## src/rtl/i2c_bt_pkg.sv

```systemverilog
// Shared command and sequencer state encodings for the I2C bit timing engine.
package i2c_bt_pkg;

    // Command codes seen on cmd_op_i; values are part of the block's interface.
    typedef enum logic [1:0] {
        OP_START = 2'd0,
        OP_STOP  = 2'd1,
        OP_WRITE = 2'd2,
        OP_READ  = 2'd3
    } bt_op_e;

    // Sequencer phases.
    typedef enum logic [2:0] {
        ST_IDLE,    // bus free, both lines released
        ST_OWNED,   // master owns bus, SCL held low between commands
        ST_FREE,    // bus-free guard before a fresh start
        ST_LHOLD,   // SCL low, SDA held from previous bit
        ST_LSETUP,  // SCL low, new SDA value set up
        ST_RISE,    // SCL released, waiting to see it high
        ST_HIGH,    // SCL high phase being counted
        ST_SHOLD    // start hold: SDA low, SCL still high
    } bt_state_e;

endpackage

```

## src/rtl/i2c_bt_sync.sv

```systemverilog
// Multi-stage synchronizer for an asynchronous bus line.
// Assumes the line idles high, so every stage resets to 1.
module i2c_bt_sync #(
    parameter int STAGES = 2
) (
    input  logic clk,
    input  logic rst_n,
    input  logic d_i,
    output logic q_o
);

    logic [STAGES-1:0] ff;

    for (genvar g = 0; g < STAGES; g++) begin : g_stage
        if (g == 0) begin : g_first
            // First stage captures the raw line.
            always_ff @(posedge clk) begin
                if (!rst_n) ff[g] <= 1'b1;
                else        ff[g] <= d_i;
            end
        end else begin : g_next
            // Later stages settle the captured value.
            always_ff @(posedge clk) begin
                if (!rst_n) ff[g] <= 1'b1;
                else        ff[g] <= ff[g-1];
            end
        end
    end

    assign q_o = ff[STAGES-1];

endmodule

```

## src/rtl/i2c_bt_divider.sv

```systemverilog
// Registers the requested SCL period and produces its half.
// The period is forced even by dropping bit 0. Values below MIN_PERIOD are replaced by MIN_PERIOD.
// Assumes MIN_PERIOD is even and fits in DIV_W bits.
module i2c_bt_divider #(
    parameter int DIV_W      = 12,
    parameter int MIN_PERIOD = 16,
    localparam int HW        = DIV_W - 1
) (
    input  logic             clk,
    input  logic             rst_n,
    input  logic [DIV_W-1:0] period_i,
    output logic [HW-1:0]    half_o
);

    logic          too_small;
    logic [HW-1:0] half_n;

    // Clamp to the minimum, otherwise halve (this discards an odd LSB).
    always_comb begin
        too_small = (period_i < DIV_W'(MIN_PERIOD));
        half_n    = too_small ? HW'(MIN_PERIOD / 2) : period_i[DIV_W-1:1];
    end

    // Hold the legal half period for the sequencer.
    always_ff @(posedge clk) begin
        if (!rst_n) half_o <= HW'(MIN_PERIOD / 2);
        else        half_o <= half_n;
    end

    // the registered half period is never below the minimum.
    a_r9_half_floor: assert property (@(posedge clk) disable iff (!rst_n)
        half_o >= HW'(MIN_PERIOD / 2));

endmodule

```

## src/rtl/i2c_bt_phase_len.sv

```systemverilog
// Computes the length, in system clock cycles, of the phase the sequencer is in.
// It also computes the high-phase cycle index at which SDA is sampled.
// Every length is derived from the latched half period h.
// Assumes h exceeds both HOLD_CYC and RISE_LAT.
module i2c_bt_phase_len
    import i2c_bt_pkg::*;
#(
    parameter int HW         = 11,
    parameter int HOLD_CYC   = 3,
    parameter int BUF_TRIM   = 1,
    parameter int STOP_EXTRA = 2,
    parameter int RISE_LAT   = 3,
    localparam int CW        = HW + 2
) (
    input  bt_state_e      state_i,
    input  bt_op_e         op_i,
    input  logic [HW-1:0]  half_i,
    output logic [CW-1:0]  len_o,
    output logic [CW-1:0]  samp_o
);

    logic [CW-1:0] h;

    // Pick the phase length from the current state and command.
    always_comb begin
        h = CW'(half_i);
        unique case (state_i)
            ST_FREE, ST_SHOLD: len_o = h - CW'(BUF_TRIM);
            ST_LHOLD:          len_o = CW'(HOLD_CYC);
            ST_LSETUP:         len_o = h - CW'(HOLD_CYC);
            ST_HIGH: begin
                unique case (op_i)
                    OP_STOP:  len_o = h + CW'(STOP_EXTRA) - CW'(RISE_LAT);
                    OP_START: len_o = (h << 1) - CW'(RISE_LAT);
                    default:  len_o = h - CW'(RISE_LAT);
                endcase
            end
            default:           len_o = CW'(1);
        endcase
    end

    // Sample SDA near the bus midpoint of the high phase, allowing for synchronizer lag.
    always_comb samp_o = (h >> 1) - CW'(RISE_LAT) + CW'(1);

endmodule

```

## src/rtl/i2c_bt_seq.sv

```systemverilog
// Bit-level sequencer. It accepts one command at a time and walks the SCL/SDA phases.
// It strobes done when the operation completes.
// Assumes scl_s_i and sda_s_i are synchronized bus levels that lag the bus by RISE_LAT-1 cycles.
module i2c_bt_seq
    import i2c_bt_pkg::*;
#(
    parameter int HW         = 11,
    parameter int HOLD_CYC   = 3,
    parameter int BUF_TRIM   = 1,
    parameter int STOP_EXTRA = 2,
    parameter int RISE_LAT   = 3,
    parameter int MIN_HALF   = 8,
    localparam int CW        = HW + 2
) (
    input  logic          clk,
    input  logic          rst_n,
    input  logic          cmd_valid_i,
    input  bt_op_e        cmd_op_i,
    input  logic          cmd_bit_i,
    input  logic [HW-1:0] half_i,
    input  logic          scl_s_i,
    input  logic          sda_s_i,
    output logic          cmd_ready_o,
    output logic          done_o,
    output logic          rd_bit_o,
    output logic          scl_o,
    output logic          sda_o
);

    bt_state_e     st_q;
    bt_op_e        op_q;
    logic          bit_q;
    logic          samp_q;
    logic [HW-1:0] h_q;
    logic [CW-1:0] cnt_q;
    logic [CW-1:0] len;
    logic [CW-1:0] samp_at;
    logic          last;
    logic          accept;
    logic          is_bit;

    i2c_bt_phase_len #(
        .HW(HW), .HOLD_CYC(HOLD_CYC), .BUF_TRIM(BUF_TRIM),
        .STOP_EXTRA(STOP_EXTRA), .RISE_LAT(RISE_LAT)
    ) u_len (
        .state_i(st_q), .op_i(op_q), .half_i(h_q), .len_o(len), .samp_o(samp_at)
    );

    // Handshake and phase-end decode.
    always_comb begin
        cmd_ready_o = (st_q == ST_IDLE) || (st_q == ST_OWNED);
        accept      = cmd_valid_i && cmd_ready_o;
        last        = (cnt_q == len - CW'(1));
        is_bit      = (op_q == OP_WRITE) || (op_q == OP_READ);
    end

    // Phase sequencing and line drive.
    always_ff @(posedge clk) begin
        if (!rst_n) begin
            st_q     <= ST_IDLE;
            op_q     <= OP_START;
            bit_q    <= 1'b1;
            samp_q   <= 1'b1;
            h_q      <= HW'(MIN_HALF);
            cnt_q    <= '0;
            done_o   <= 1'b0;
            rd_bit_o <= 1'b1;
            scl_o    <= 1'b1;
            sda_o    <= 1'b1;
        end else begin
            done_o <= 1'b0;
            cnt_q  <= cnt_q + CW'(1);
            unique case (st_q)
                ST_IDLE: if (accept) begin
                    cnt_q <= '0;
                    op_q  <= cmd_op_i;
                    bit_q <= cmd_bit_i;
                    h_q   <= half_i;
                    if (cmd_op_i == OP_START) st_q <= ST_FREE;
                    else                      done_o <= 1'b1;
                end
                ST_OWNED: if (accept) begin
                    cnt_q <= '0;
                    op_q  <= cmd_op_i;
                    bit_q <= cmd_bit_i;
                    h_q   <= half_i;
                    st_q  <= ST_LHOLD;
                end
                ST_FREE: if (last) begin
                    cnt_q <= '0;
                    sda_o <= 1'b0;
                    st_q  <= ST_SHOLD;
                end
                ST_LHOLD: if (last) begin
                    cnt_q <= '0;
                    unique case (op_q)
                        OP_WRITE: sda_o <= bit_q;
                        OP_STOP:  sda_o <= 1'b0;
                        default:  sda_o <= 1'b1;
                    endcase
                    st_q <= ST_LSETUP;
                end
                ST_LSETUP: if (last) begin
                    cnt_q <= '0;
                    scl_o <= 1'b1;
                    st_q  <= ST_RISE;
                end
                ST_RISE: if (scl_s_i) begin
                    cnt_q <= '0;
                    st_q  <= ST_HIGH;
                end
                ST_HIGH: begin
                    if (cnt_q == samp_at) samp_q <= sda_s_i;
                    if (last) begin
                        cnt_q <= '0;
                        unique case (op_q)
                            OP_STOP: begin
                                sda_o  <= 1'b1;
                                done_o <= 1'b1;
                                st_q   <= ST_IDLE;
                            end
                            OP_START: begin
                                sda_o <= 1'b0;
                                st_q  <= ST_SHOLD;
                            end
                            default: begin
                                scl_o    <= 1'b0;
                                done_o   <= 1'b1;
                                rd_bit_o <= samp_q;
                                st_q     <= ST_OWNED;
                            end
                        endcase
                    end
                end
                ST_SHOLD: if (last) begin
                    cnt_q  <= '0;
                    scl_o  <= 1'b0;
                    done_o <= 1'b1;
                    st_q   <= ST_OWNED;
                end
                default: st_q <= ST_IDLE;
            endcase
        end
    end

    // a free bus has both lines released.
    a_r10_idle_released: assert property (@(posedge clk) disable iff (!rst_n)
        (st_q == ST_IDLE) |-> (scl_o && sda_o));

    // between commands the owning master holds SCL low.
    a_r3_owned_scl_low: assert property (@(posedge clk) disable iff (!rst_n)
        (st_q == ST_OWNED) |-> !scl_o);

    // no high-phase counting while the bus still shows SCL low.
    a_r5_wait_for_rise: assert property (@(posedge clk) disable iff (!rst_n)
        (st_q == ST_RISE && !scl_s_i) |=> (st_q == ST_RISE));

    // SDA is steady through the high phase of a bit.
    a_r4_sda_steady_high: assert property (@(posedge clk) disable iff (!rst_n)
        (st_q == ST_HIGH && $past(st_q) == ST_HIGH && is_bit) |-> $stable(sda_o));

    // a bit completes together with the SCL fall.
    a_r4_done_with_fall: assert property (@(posedge clk) disable iff (!rst_n)
        (st_q == ST_HIGH && last && is_bit) |=> (done_o && !scl_o));

    // after a stop completes, the bus is free with SDA released.
    a_r7_stop_releases: assert property (@(posedge clk) disable iff (!rst_n)
        (st_q == ST_HIGH && last && op_q == OP_STOP) |=> (sda_o && st_q == ST_IDLE));

endmodule

```

## src/rtl/i2c_bit_timer.sv

```systemverilog
// Top level of the I2C master bit timing engine.
// It synchronizes the bus lines, registers the period, and runs the command sequencer.
// Assumes MIN_PERIOD/2 is larger than HOLD_CYC and than SYNC_STAGES+1.
module i2c_bit_timer
    import i2c_bt_pkg::*;
#(
    parameter int DIV_W       = 12,
    parameter int MIN_PERIOD  = 16,
    parameter int SYNC_STAGES = 2,
    parameter int HOLD_CYC    = 3,
    parameter int BUF_TRIM    = 1,
    parameter int STOP_EXTRA  = 2,
    localparam int HW         = DIV_W - 1,
    localparam int RISE_LAT   = SYNC_STAGES + 1
) (
    input  logic             clk,
    input  logic             rst_n,
    input  logic [DIV_W-1:0] period_i,
    input  logic             cmd_valid_i,
    input  logic [1:0]       cmd_op_i,
    input  logic             cmd_bit_i,
    output logic             cmd_ready_o,
    output logic             done_o,
    output logic             rd_bit_o,
    input  logic             scl_i,
    input  logic             sda_i,
    output logic             scl_o,
    output logic             sda_o
);

    logic          scl_s;
    logic          sda_s;
    logic [HW-1:0] half;

    i2c_bt_sync #(.STAGES(SYNC_STAGES)) u_scl_sync (
        .clk(clk), .rst_n(rst_n), .d_i(scl_i), .q_o(scl_s)
    );

    i2c_bt_sync #(.STAGES(SYNC_STAGES)) u_sda_sync (
        .clk(clk), .rst_n(rst_n), .d_i(sda_i), .q_o(sda_s)
    );

    i2c_bt_divider #(.DIV_W(DIV_W), .MIN_PERIOD(MIN_PERIOD)) u_div (
        .clk(clk), .rst_n(rst_n), .period_i(period_i), .half_o(half)
    );

    i2c_bt_seq #(
        .HW(HW), .HOLD_CYC(HOLD_CYC), .BUF_TRIM(BUF_TRIM),
        .STOP_EXTRA(STOP_EXTRA), .RISE_LAT(RISE_LAT), .MIN_HALF(MIN_PERIOD / 2)
    ) u_seq (
        .clk(clk), .rst_n(rst_n),
        .cmd_valid_i(cmd_valid_i), .cmd_op_i(bt_op_e'(cmd_op_i)), .cmd_bit_i(cmd_bit_i),
        .half_i(half), .scl_s_i(scl_s), .sda_s_i(sda_s),
        .cmd_ready_o(cmd_ready_o), .done_o(done_o), .rd_bit_o(rd_bit_o),
        .scl_o(scl_o), .sda_o(sda_o)
    );

endmodule

```

## config.mk

```make
export PLATFORM = sky130hd
export DESIGN_NAME = i2c_bit_timer
export DESIGN_NICKNAME = d
export VERILOG_FILES = /design/src/rtl/i2c_bt_pkg.sv /design/src/rtl/i2c_bt_sync.sv /design/src/rtl/i2c_bt_divider.sv /design/src/rtl/i2c_bt_phase_len.sv /design/src/rtl/i2c_bt_seq.sv /design/src/rtl/i2c_bit_timer.sv
export SDC_FILE = /design/constraint.sdc
export NUM_CORES = 1
export LEC_CHECK = 0
export ABC_CLOCK_PERIOD_IN_PS = 3630
export BUFFER_PORTS_ARGS = -buffer_cell sky130_fd_sc_hd__buf_4
export CAP_MARGIN = 5
export CORE_ASPECT_RATIO = 1.4
export CORE_MARGIN = 8
export CORE_UTILIZATION = 55
export CTS_BUF_LIST = sky130_fd_sc_hd__clkbuf_4 sky130_fd_sc_hd__clkbuf_8 sky130_fd_sc_hd__clkbuf_16
export DETAILED_ROUTE_END_ITERATION = 6
export PLACE_DENSITY = 0.76
export SYNTH_ARGS = -nofsm -noshare
export SYNTH_HDL_FRONTEND = slang
export SYNTH_SLANG_ARGS = --single-unit
```

## constraint.sdc

```tcl
create_clock -name clk -period 3.63 [get_ports clk]
set_clock_uncertainty 0.2 [all_clocks]
set_input_delay 0.726 -clock clk [delete_from_list [all_inputs] [get_ports clk]]
set_output_delay 0.726 -clock clk [all_outputs]
set_load 0.1 [all_outputs]
```

== Yosys cells after proc, flatten, opt, wreduce, memory -nomap -nowiden ==
Cells that the tools add are included.

* Input bits: 20
* Register bits after elaboration: 50

* Reductions and logical operators: 18
* Order comparisons: 1
* $add $sub $neg: 9
* Bitwise gates (word level): 2
* Equality and inequality tests: 22
* Multiplexer cells: 33

{| class="wikitable"
|+ Operators by type and width
! cell !! number
|-
| one-hot mux 13 bit (4 select lines) || 1
|-
| two-way mux 13 bit || 3
|-
| one-hot mux 13 bit (3 select lines) || 1
|-
| two-way mux 3 bit || 9
|-
| == test 13 bit || 2
|-
| one-hot mux 13 bit (2 select lines) || 1
|-
| subtractor 12 x 2 -> 13 bit (second input constant) || 2
|-
| adder 11 x 2 -> 12 bit (second input constant) || 2
|-
| one-hot mux 3 bit (8 select lines) || 1
|-
| != test 2 x 1 -> 1 bit (second input constant) || 7
|-
| adder 13 x 1 -> 13 bit (second input constant) || 1
|-
| subtractor 13 x 1 -> 13 bit (second input constant) || 1
|-
| == test 3 bit (second input constant) || 4
|-
| less-than comparator 12 x 5 -> 1 bit (second input constant) || 1
|-
| subtractor 11 x 1 -> 12 bit (second input constant) || 1
|-
| subtractor 11 x 2 -> 12 bit (second input constant) || 1
|-
| two-way mux 1 bit || 11
|-
| subtractor 10 x 2 -> 11 bit (second input constant) || 1
|-
| AND reduction 5 bit || 2
|-
| one-hot mux 1 bit (3 select lines) || 3
|-
| AND reduction 9 bit || 1
|-
| OR reduction 2 bit || 4
|-
| == test 3 x 2 -> 1 bit (second input constant) || 2
|-
| != test 2 bit (second input constant) || 3
|-
| other kinds (15) || 20
|}

== Logic depth before layout (Yosys ltp) ==
Gate-level depths: netlist (run 1).

* Depth after elaboration: 8
* Depth in mapped cells: 16

== Cells and area by module ==
Synthesis (run 1) repeated with hierarchy kept, for this count alone.

* Cells, all modules: 566
* Area, all modules: 4320.4 um^2

{| class="wikitable"
|+ Modules (own cells, without submodules)
! module !! area an instance (um^2) !! cells each !! times used !! sequential area each (um^2)
|-
| i2c_bt_seq || 2140.8 || 261 || 1 || 700.7
|-
| i2c_bt_phase_len || 1740.4 || 268 || 1 || 0.0
|-
| i2c_bt_divider || 334.1 || 29 || 1 || 220.2
|-
| i2c_bt_sync || 52.6 || 4 || 2 || 40.0
|}

== Worst setup path before layout (run 1) ==
Ideal clock, no wire load.

* Path type: register -> register
* Start point: register u_seq.h_q[2]
* End point: register u_seq.sda_o
* Slack: -0.284 ns
* Cell stages (with the launch flop): 16
* Data arrival time: 3.593 ns
* Period minus slack after synthesis: 3.914 ns
* Path through: dfxtp_1 > buf_2 > inv_1 > ha_1 > nor2b_1 > xnor2_1 > a221oi_1 > o21ai_0 > nand3_2 > nor4_4 > xnor2_1 > mux2_4 > nand4_4 > buf_8 > nor3_2 > mux2_4

* Word-level cells in the longest chain between the ends: 8

{| class="wikitable"
|+ Ends and longest elaborated chain
! element !! RTL line !! source
|-
| from (decl) || i2c_bt_seq.sv:34 || <nowiki>logic [HW-1:0] h_q;</nowiki>
|-
| from (signal assigned) || i2c_bt_seq.sv:64 || <nowiki>h_q <= HW'(MIN_HALF);</nowiki>
|-
| from (signal assigned) || i2c_bt_seq.sv:78 || <nowiki>h_q <= half_i;</nowiki>
|-
| from (signal assigned) || i2c_bt_seq.sv:86 || <nowiki>h_q <= half_i;</nowiki>
|-
| adder 11 x 2 -> 12 bit || i2c_bt_phase_len.sv:33 || <nowiki>OP_STOP: len_o = h + CW'(STOP_EXTRA) - CW'(RISE_LAT);</nowiki>
|-
| subtractor 12 x 2 -> 13 bit || i2c_bt_phase_len.sv:33 ||
|-
| one-hot mux 13 bit (2 select lines) || i2c_bt_phase_len.sv:32 || <nowiki>unique case (op_i)</nowiki>
|-
| one-hot mux 13 bit (4 select lines) * || i2c_bt_phase_len.sv:27 || <nowiki>unique case (state_i)</nowiki>
|-
| subtractor 13 x 1 -> 13 bit * || i2c_bt_seq.sv:53 || <nowiki>last = (cnt_q == len - CW'(1));</nowiki>
|-
| == test 13 bit * || i2c_bt_seq.sv:53 ||
|-
| != test 2 x 1 -> 1 bit (no line) || n/a ||
|-
| AND reduction 5 bit (no line) * || n/a ||
|-
| to (signal assigned) || i2c_bt_seq.sv:97 || <nowiki>OP_WRITE: sda_o <= bit_q;</nowiki>
|-
| to (decl) || i2c_bt_seq.sv:27 || <nowiki>output logic sda_o</nowiki>
|}

Every way passes the cells marked *; elsewhere a longest branch is shown, timed or not.
A chain may end at the register's enable or synchronous reset.

== Worst setup path in the final report (run 1) ==
* Start point: register u_seq.h_q[3]
* End point: register u_seq.sda_o

Same word-level chain as after synthesis.

==> results of run 1 <==
==> what timing repair did <==
action	CTS	global route
resized for setup	45	36
pin swaps	28	21
setup endpoints to repair	20	21
cloned	1	0
buffers inserted	8	8
==> metrics by stage <==
step,std cells,util,worst slack [ns],total power [mW]
global route,754,0.767,-0.399,2.78
floorplan,544,-,0.0235,1.48
CTS,746,0.733,-0.181,2.49
finish,754,0.767,-0.255,2.67
global placement,729,0.677,-0.260,1.87
detailed placement,729,0.677,-0.400,1.90
==> sequential cells by signal, summed over array words and instances, names as in the netlist <==
| register | count |
|---|---|
| u_seq.cnt_q | 13 |
| u_div.half_o | 11 |
| u_seq.h_q | 11 |
| u_seq.st_q | 3 |
| u_seq.op_q | 2 |
| u_scl_sync.ff | 1 |
| u_scl_sync.q_o | 1 |
| u_sda_sync.ff | 1 |
| u_sda_sync.q_o | 1 |
| u_seq.bit_q | 1 |
| u_seq.done_o | 1 |
| u_seq.rd_bit_o | 1 |
| u_seq.samp_q | 1 |
| u_seq.scl_o | 1 |
| u_seq.sda_o | 1 |
==> worst register-to-register path: stages (launching register included) <==
cell	delay [ns]
dfxtp_1	0.37
buf_12	0.16
or4_4	0.55
nor2_2	0.13
o22ai_1	0.11
mux2_4	0.28
o21a_4	0.23
nor4_4	0.29
buf_4	0.17
xor2_1	0.17
o32ai_2	0.12
a22oi_2	0.43
buf_4	0.22
nor3_4	0.05
mux2_4	0.29
==> cell type report <==
type	instances	area [µm²]	area share
timing repair buffer	143	1170	0.199
clock buffer	5	68.8	0.0117
inverter	12	50.0	0.00852
tap	100	125	0.0213
clock inverter	3	28.8	0.00490
sequential	50	1010	0.171
multi-input combinational	441	3430	0.584
==> per-layer routing <==
| layer | global-route usage | vias to the layer above | wire length [µm] |
|---|---|---|---|
| met4 | 0.130 | 0 | 892 |
| met5 | 0 | - | 0 |
| met3 | 0.0419 | 80 | 809 |
| li1 | - | 2165 | - |
| met2 | 0.482 | 194 | 7620 |
| met1 | 0.242 | 2202 | 5340 |
==> worst min path at each step <==
stage	slack, ns	to	cells after the start
finish	0.22	u_scl_sync.q_o$_SDFF_PN1_	1
floorplan	0.19	u_scl_sync.q_o$_SDFF_PN1_	1
CTS	0.22	u_scl_sync.q_o$_SDFF_PN1_	1
global route	0.24	u_scl_sync.q_o$_SDFF_PN1_	1
detailed placement	0.20	u_scl_sync.q_o$_SDFF_PN1_	1
global placement	0.19	u_sda_sync.q_o$_SDFF_PN1_	1
==> report_power, final <==
part	total, mW	leakage [nW]	internal [mW]	switching [mW]
sequential	0.642	0.411	0.590	0.0516
combinational	1.66	1.83	0.749	0.912
clock	0.371	0.0502	0.144	0.227
==> Yosys cell counts, types with 14 or more instances <==
cell type and count:
nor3_1 26, xnor2_1 43, dfxtp_1 50, nand3_1 19, xor2_1 29, nand2_1 61
o21ai_0 22, nand2b_1 15, clkbuf_1 25, and2_1 15, nor2_1 29, a21oi_1 14
a21boi_0 14
==> cells by family (layout without fill, tap and decap cells) <==
group / Yosys count / in the layout / share of synthesized area
DFF: 50 / 50 / 0.235
muxes: 6 / 6 / 0.0176
AOI/OAI and AO/OA: 116 / 116 / 0.205
xor gates and xnor gates: 72 / 72 / 0.148
buffers and inverters: 53 / 163 / 0.0585
adders and majority gates: 8 / 8 / 0.0235
and+or+nand+nor: 239 / 239 / 0.312
==> results.yml, run 1 <==
global_route:
  grt_pass1_vias: 4552
  grt_usage: 0.247
  grt.overflow.total: 0
  grt_max_degree: 42
  antenna_found_initial: 0
  grt_pass1_wl_um: 21900
cts:
  clk_latency_ns: 0.33
  clock-sinks: 50
  cts_buffers: 5
  clockBufferDepth: 2
  cts_root_buf: "clkbuf_8"
  hold_buffers: 0
  cts_tree: "built"
  cts_max_level: 2
  clkTransAtPathRegs_ns: 0.12
hold_path:
  hold_path_class: "reg2reg"
  hp-start: "u_scl_sync.ff[0]$_SDFF_PN1_"
final_layout:
  final_common_cell: "buf_4"
  n_antenna_cell: 0
  nets: 681
  layout_common_cells: "buf_4, nand2_1, dfxtp_1"
  design_area_mm2: 0.00587
  nFillCells: 547
  drive_gt1_frac: 0.349
  area_growth_syn_to_layout_pct: 37.9
setup_path:
  reg2reg_from: "u_seq.h_q[3]$_SDFFE_PN1P_"
  critical_path_buf_inv_count: 3
  critPathMaxStageDelay_ns: 0.55
  path_depth: 14
  path_max_fanout: 8
  critical_path_class: "reg2reg"
  crit_path_start: "u_seq.h_q[3]$_SDFFE_PN1P_"
  crit_required_ns: 3.65
  crit_end: "u_seq.sda_o$_SDFFE_PN1P_"
  worstSetupEndpointType: "register"
  crit_arrival_ns: 3.91
  worst_path_dominant_cell_family: "simple AND/OR/NAND/NOR gates"
  startpoint_type: "register"
  path_cells: "buf_12 > or4_4 > nor2_2 > o22ai_1 > mux2_4 > o21a_4 > nor4_4 > buf_4 > xor2_1 > o32ai_2 > a22oi_2 > buf_4 > nor3_4 > mux2_4"
  r2r_cells: 14
  reg2reg_to: "u_seq.sda_o$_SDFFE_PN1P_"
  slowest_stage: "or4_4"
  r2r_setup_slack_ns: -0.26
sta:
  maxSlewViolCount: 0
  period_share: 1.07
  hold_slack_ns: 0.219
  setup_viol: 20
  rsz0062_at_grt: "yes"
  timing.fmax_mhz: 257
  period_minus_slack_ns: 3.89
  relSlewSlack: 0.417
  fin_setup_tns_ns: -3.84
  worst_pin_slew_ns: 0.872
  hold_violations: 0
  final.setup.worst_slack_ns: -0.255
power:
  power.leakage_nw: 2.29
  ir_worst_vdd_mv: 0.571
  power_density_mw_per_mm2: 455
detailed_routing:
  route.detailed.drc: 0
  first_pass_iters: 5
  vias_per_cell: 6.16
  num_vias: 4641
  wirelength_um: 14700
  postRouteAntennaNets: 0
  wl_per_cell_um: 19.4
  drt_iter0_drc: 307
floorplan:
  io_pins: 25
  die_y_um: 120
  start_util: 0.556
  die_w_um: 90.4
  row_count: 38
  die-area_mm2: 0.0109
  core-area_mm2: 0.00765
yosys:
  yosysSeqAreaShare: 0.235
  yosys-top-cells-area: "dfxtp_1, xnor2_1, xor2_1, nand2_1, nor3_1"
  synth_edf_count: 0
  syn_area_mm2: 0.00426
  synth_area_per_cell_um2: 7.83
  synth_top_area_frac: 0.235
  yosysTopAreaCell: "dfxtp_1"
  yosysUniqueCellTypes: 81
  ys_ff_latch: 50
  synth_cells: 544
  syn-num-nets: 572
  ys_warn_count: 0
  synth_top_flop_cell: "dfxtp_1"
  synth_async_sr_flop_share: 0
placed_design:
  place_area_mm2: 0.00518
  dp_hpwl_um: 10100
  port_buffers: 23
  gp_congestion: 1.02
status:
  violations: "setup timing"
  status: "complete, but fails checks"
flow_run:
  maxCapViolations: 0
(Power assumes the default switching activity.)
==> run 2, diff against run 1 <==
HOLD_SLACK_MARGIN = 0.02   (was not set)
RECOVER_POWER = 100   (was not set)
==> run 2 against run 1 <==
Against the previous run:
- the flow still finishes with violations (setup timing)
- via count increased by 0.13%
- non-clock buffer count stayed put
- sequential power barely moved
- worst setup slack improved by 0.0064 ns
==> results.yml, run 2 (synthesis gave the netlist of run 1 again) <==
floorplan:
  start_util: 0.556
  die-area_mm2: 0.0109
  core-area_mm2: 0.00765
  io_pins: 25
  row_count: 38
  die_w_um: 90.4
  die_y_um: 120
final_layout:
  top_register: "u_seq.cnt_q"
  reg.largest.list: "u_seq.cnt_q x13, u_div.half_o x11, u_seq.h_q x11"
  n_antenna_cell: 0
  nets: 681
  area_growth_syn_to_layout_pct: 37.5
  drive_gt1_frac: 0.341
  layout_common_cells: "buf_4, nand2_1, dfxtp_1"
  multi_input_area_mm2: 0.00343
  register_area_mm2: 0.00101
  nFillCells: 555
  largest_reg_flops: 13
  final_common_cell: "buf_4"
sta:
  hold_violations: 0
  period_minus_slack_ns: 3.88
  worst_pin_slew_ns: 1.18
  maxSlewViolCount: 0
  setup_viol: 20
  rsz0062_at_grt: "yes"
  relSlewSlack: 0.220
  timing.fmax_mhz: 258
  hold_slack_ns: 0.219
  final.setup.worst_slack_ns: -0.249
  period_share: 1.07
setup_path:
  path_max_fanout: 4
  startpoint_type: "register"
  worstSetupEndpointType: "register"
  reg2reg_to: "u_seq.sda_o$_SDFFE_PN1P_"
  critical_path_class: "reg2reg"
  crit_arrival_ns: 3.90
  r2r_cells: 17
  crit_required_ns: 3.65
  r2r_setup_slack_ns: -0.25
  reg2reg_from: "u_seq.h_q[1]$_SDFFE_PN0P_"
cts:
  clk_latency_ns: 0.33
  cts_buffers: 5
  clockBufferDepth: 2
  cts_tree: "built"
  hold_buffers: 0
  cts_max_level: 2
  clkTransAtPathRegs_ns: 0.11
  clock-sinks: 50
  cts_root_buf: "clkbuf_8"
global_route:
  grt.overflow.total: 0
  grt_pass1_wl_um: 21900
  grt_max_degree: 42
  grt_usage: 0.247
  antenna_found_initial: 0
  grt_pass1_vias: 4552
detailed_routing:
  vias_per_cell: 6.16
  first_pass_iters: 5
  route.detailed.drc: 0
  wirelength_um: 14600
  drt_iter0_drc: 332
  postRouteAntennaNets: 0
  wl_per_cell_um: 19.4
  num_vias: 4647
hold_path:
  hp-start: "u_scl_sync.ff[0]$_SDFF_PN1_"
  min_to: "u_scl_sync.q_o$_SDFF_PN1_"
  hold_depth: 1
  hold_path_class: "reg2reg"
status:
  violations: "setup timing"
  status: "complete, but fails checks"
placed_design:
  dp_hpwl_um: 10100
  gp_congestion: 1.02
  port_buffers: 23
flow_run:
  maxCapViolations: 0
power:
  power.leakage_nw: 2.27
  power_density_mw_per_mm2: 455
  fin_total_pwr_mw: 2.66
  ir_worst_vdd_mv: 0.565
-- run 2: cell types whose count changed in the layout (fill, tap and decap cells not counted) --
cell | previous run | this run
clkbuf_1 | 0 | 5
buf_4 | 130 | 125
and2_1 | 15 | 11
and2_0 | 1 | 5
-- run 2: critical path, cell delays in order, from the launching register on --
cell and delay [ns]:
dfxtp_4 0.38, clkinv_4 0.05, buf_4 0.11, ha_2 0.21, nor2b_4 0.23, buf_4 0.16
o21ai_1 0.08, a22oi_1 0.26, a221o_1 0.23, nand3_2 0.15, nor4_4 0.27, buf_4 0.17
xor2_1 0.17, o32ai_2 0.12, a22oi_2 0.42, buf_4 0.21, nor3_4 0.04, mux2_4 0.29
-- run 2: worst max path at each step --
| stage | slack (ns) | end | startpoint |
|---|---|---|---|
| 3_5_place_dp | -0.40 | u_seq.cnt_q[9]$_SDFF_PN0_ | u_seq.h_q[0]$_SDFFE_PN0P_ |
| 4_1_cts | -0.18 | u_seq.cnt_q[7]$_SDFF_PN0_ | u_seq.h_q[1]$_SDFFE_PN0P_ |
| 2_1_floorplan | 0.02 | u_seq.sda_o$_SDFFE_PN1P_ | u_seq.h_q[2]$_SDFFE_PN0P_ |
| 3_3_place_gp | -0.26 | u_seq.cnt_q[1]$_SDFF_PN0_ | u_seq.h_q[0]$_SDFFE_PN0P_ |
| 6_report | -0.25 | u_seq.sda_o$_SDFFE_PN1P_ | u_seq.h_q[1]$_SDFFE_PN0P_ |
| 5_1_grt | -0.40 | u_seq.sda_o$_SDFFE_PN1P_ | u_seq.h_q[1]$_SDFFE_PN0P_ |
-- run 2: stage by stage --
stage / utilization / area (µm²) / cells / setup TNS, ns / setup slack (ns)
floorplan: - / 4300 / 544 / 0 / 0.0235
detailed placement: 0.677 / 5180 / 729 / -6.91 / -0.400
global placement: 0.677 / 5180 / 729 / -4.16 / -0.260
CTS: 0.733 / 5610 / 746 / -2.75 / -0.181
finish: 0.765 / 5850 / 754 / -3.85 / -0.249
global route: 0.765 / 5850 / 754 / -7.33 / -0.399
-- run 2: report_power, final --
group	total (mW)	internal [mW]	switching (mW)	leakage, nW
sequential	0.642	0.590	0.0520	0.411
clock	0.367	0.144	0.224	0.0502
combinational	1.65	0.741	0.911	1.81
total	2.66	1.47	1.19	2.27
-- run 2: what timing repair did --
action / in CTS / in global routing
buffers inserted: 8 / 8
pin swaps: 28 / 21
gates resized for setup: 45 / 36
cloned: 1 / 0
setup endpoints to repair: 20 / 21
-- run 2: final cells by class --
| class | instances | share of cell area |
|---|---|---|
| Multi-Input combinational cell | 441 | 0.585 |
| Timing Repair Buffer | 143 | 0.196 |
| Sequential cell | 50 | 0.172 |
| Tap cell | 100 | 0.0214 |
| Clock buffer | 5 | 0.0118 |
| Inverter | 12 | 0.00855 |
| Clock inverter | 3 | 0.00492 |
-- run 2: per-layer routing --
metal  GRT usage  routed length (µm)  vias to the layer above
li1            -                   -                     2162
met1       0.242                5310                     2235
met5           0                   0                        -
met2       0.482                7700                      186
met3      0.0419                 817                       64
met4       0.130                 783                        0
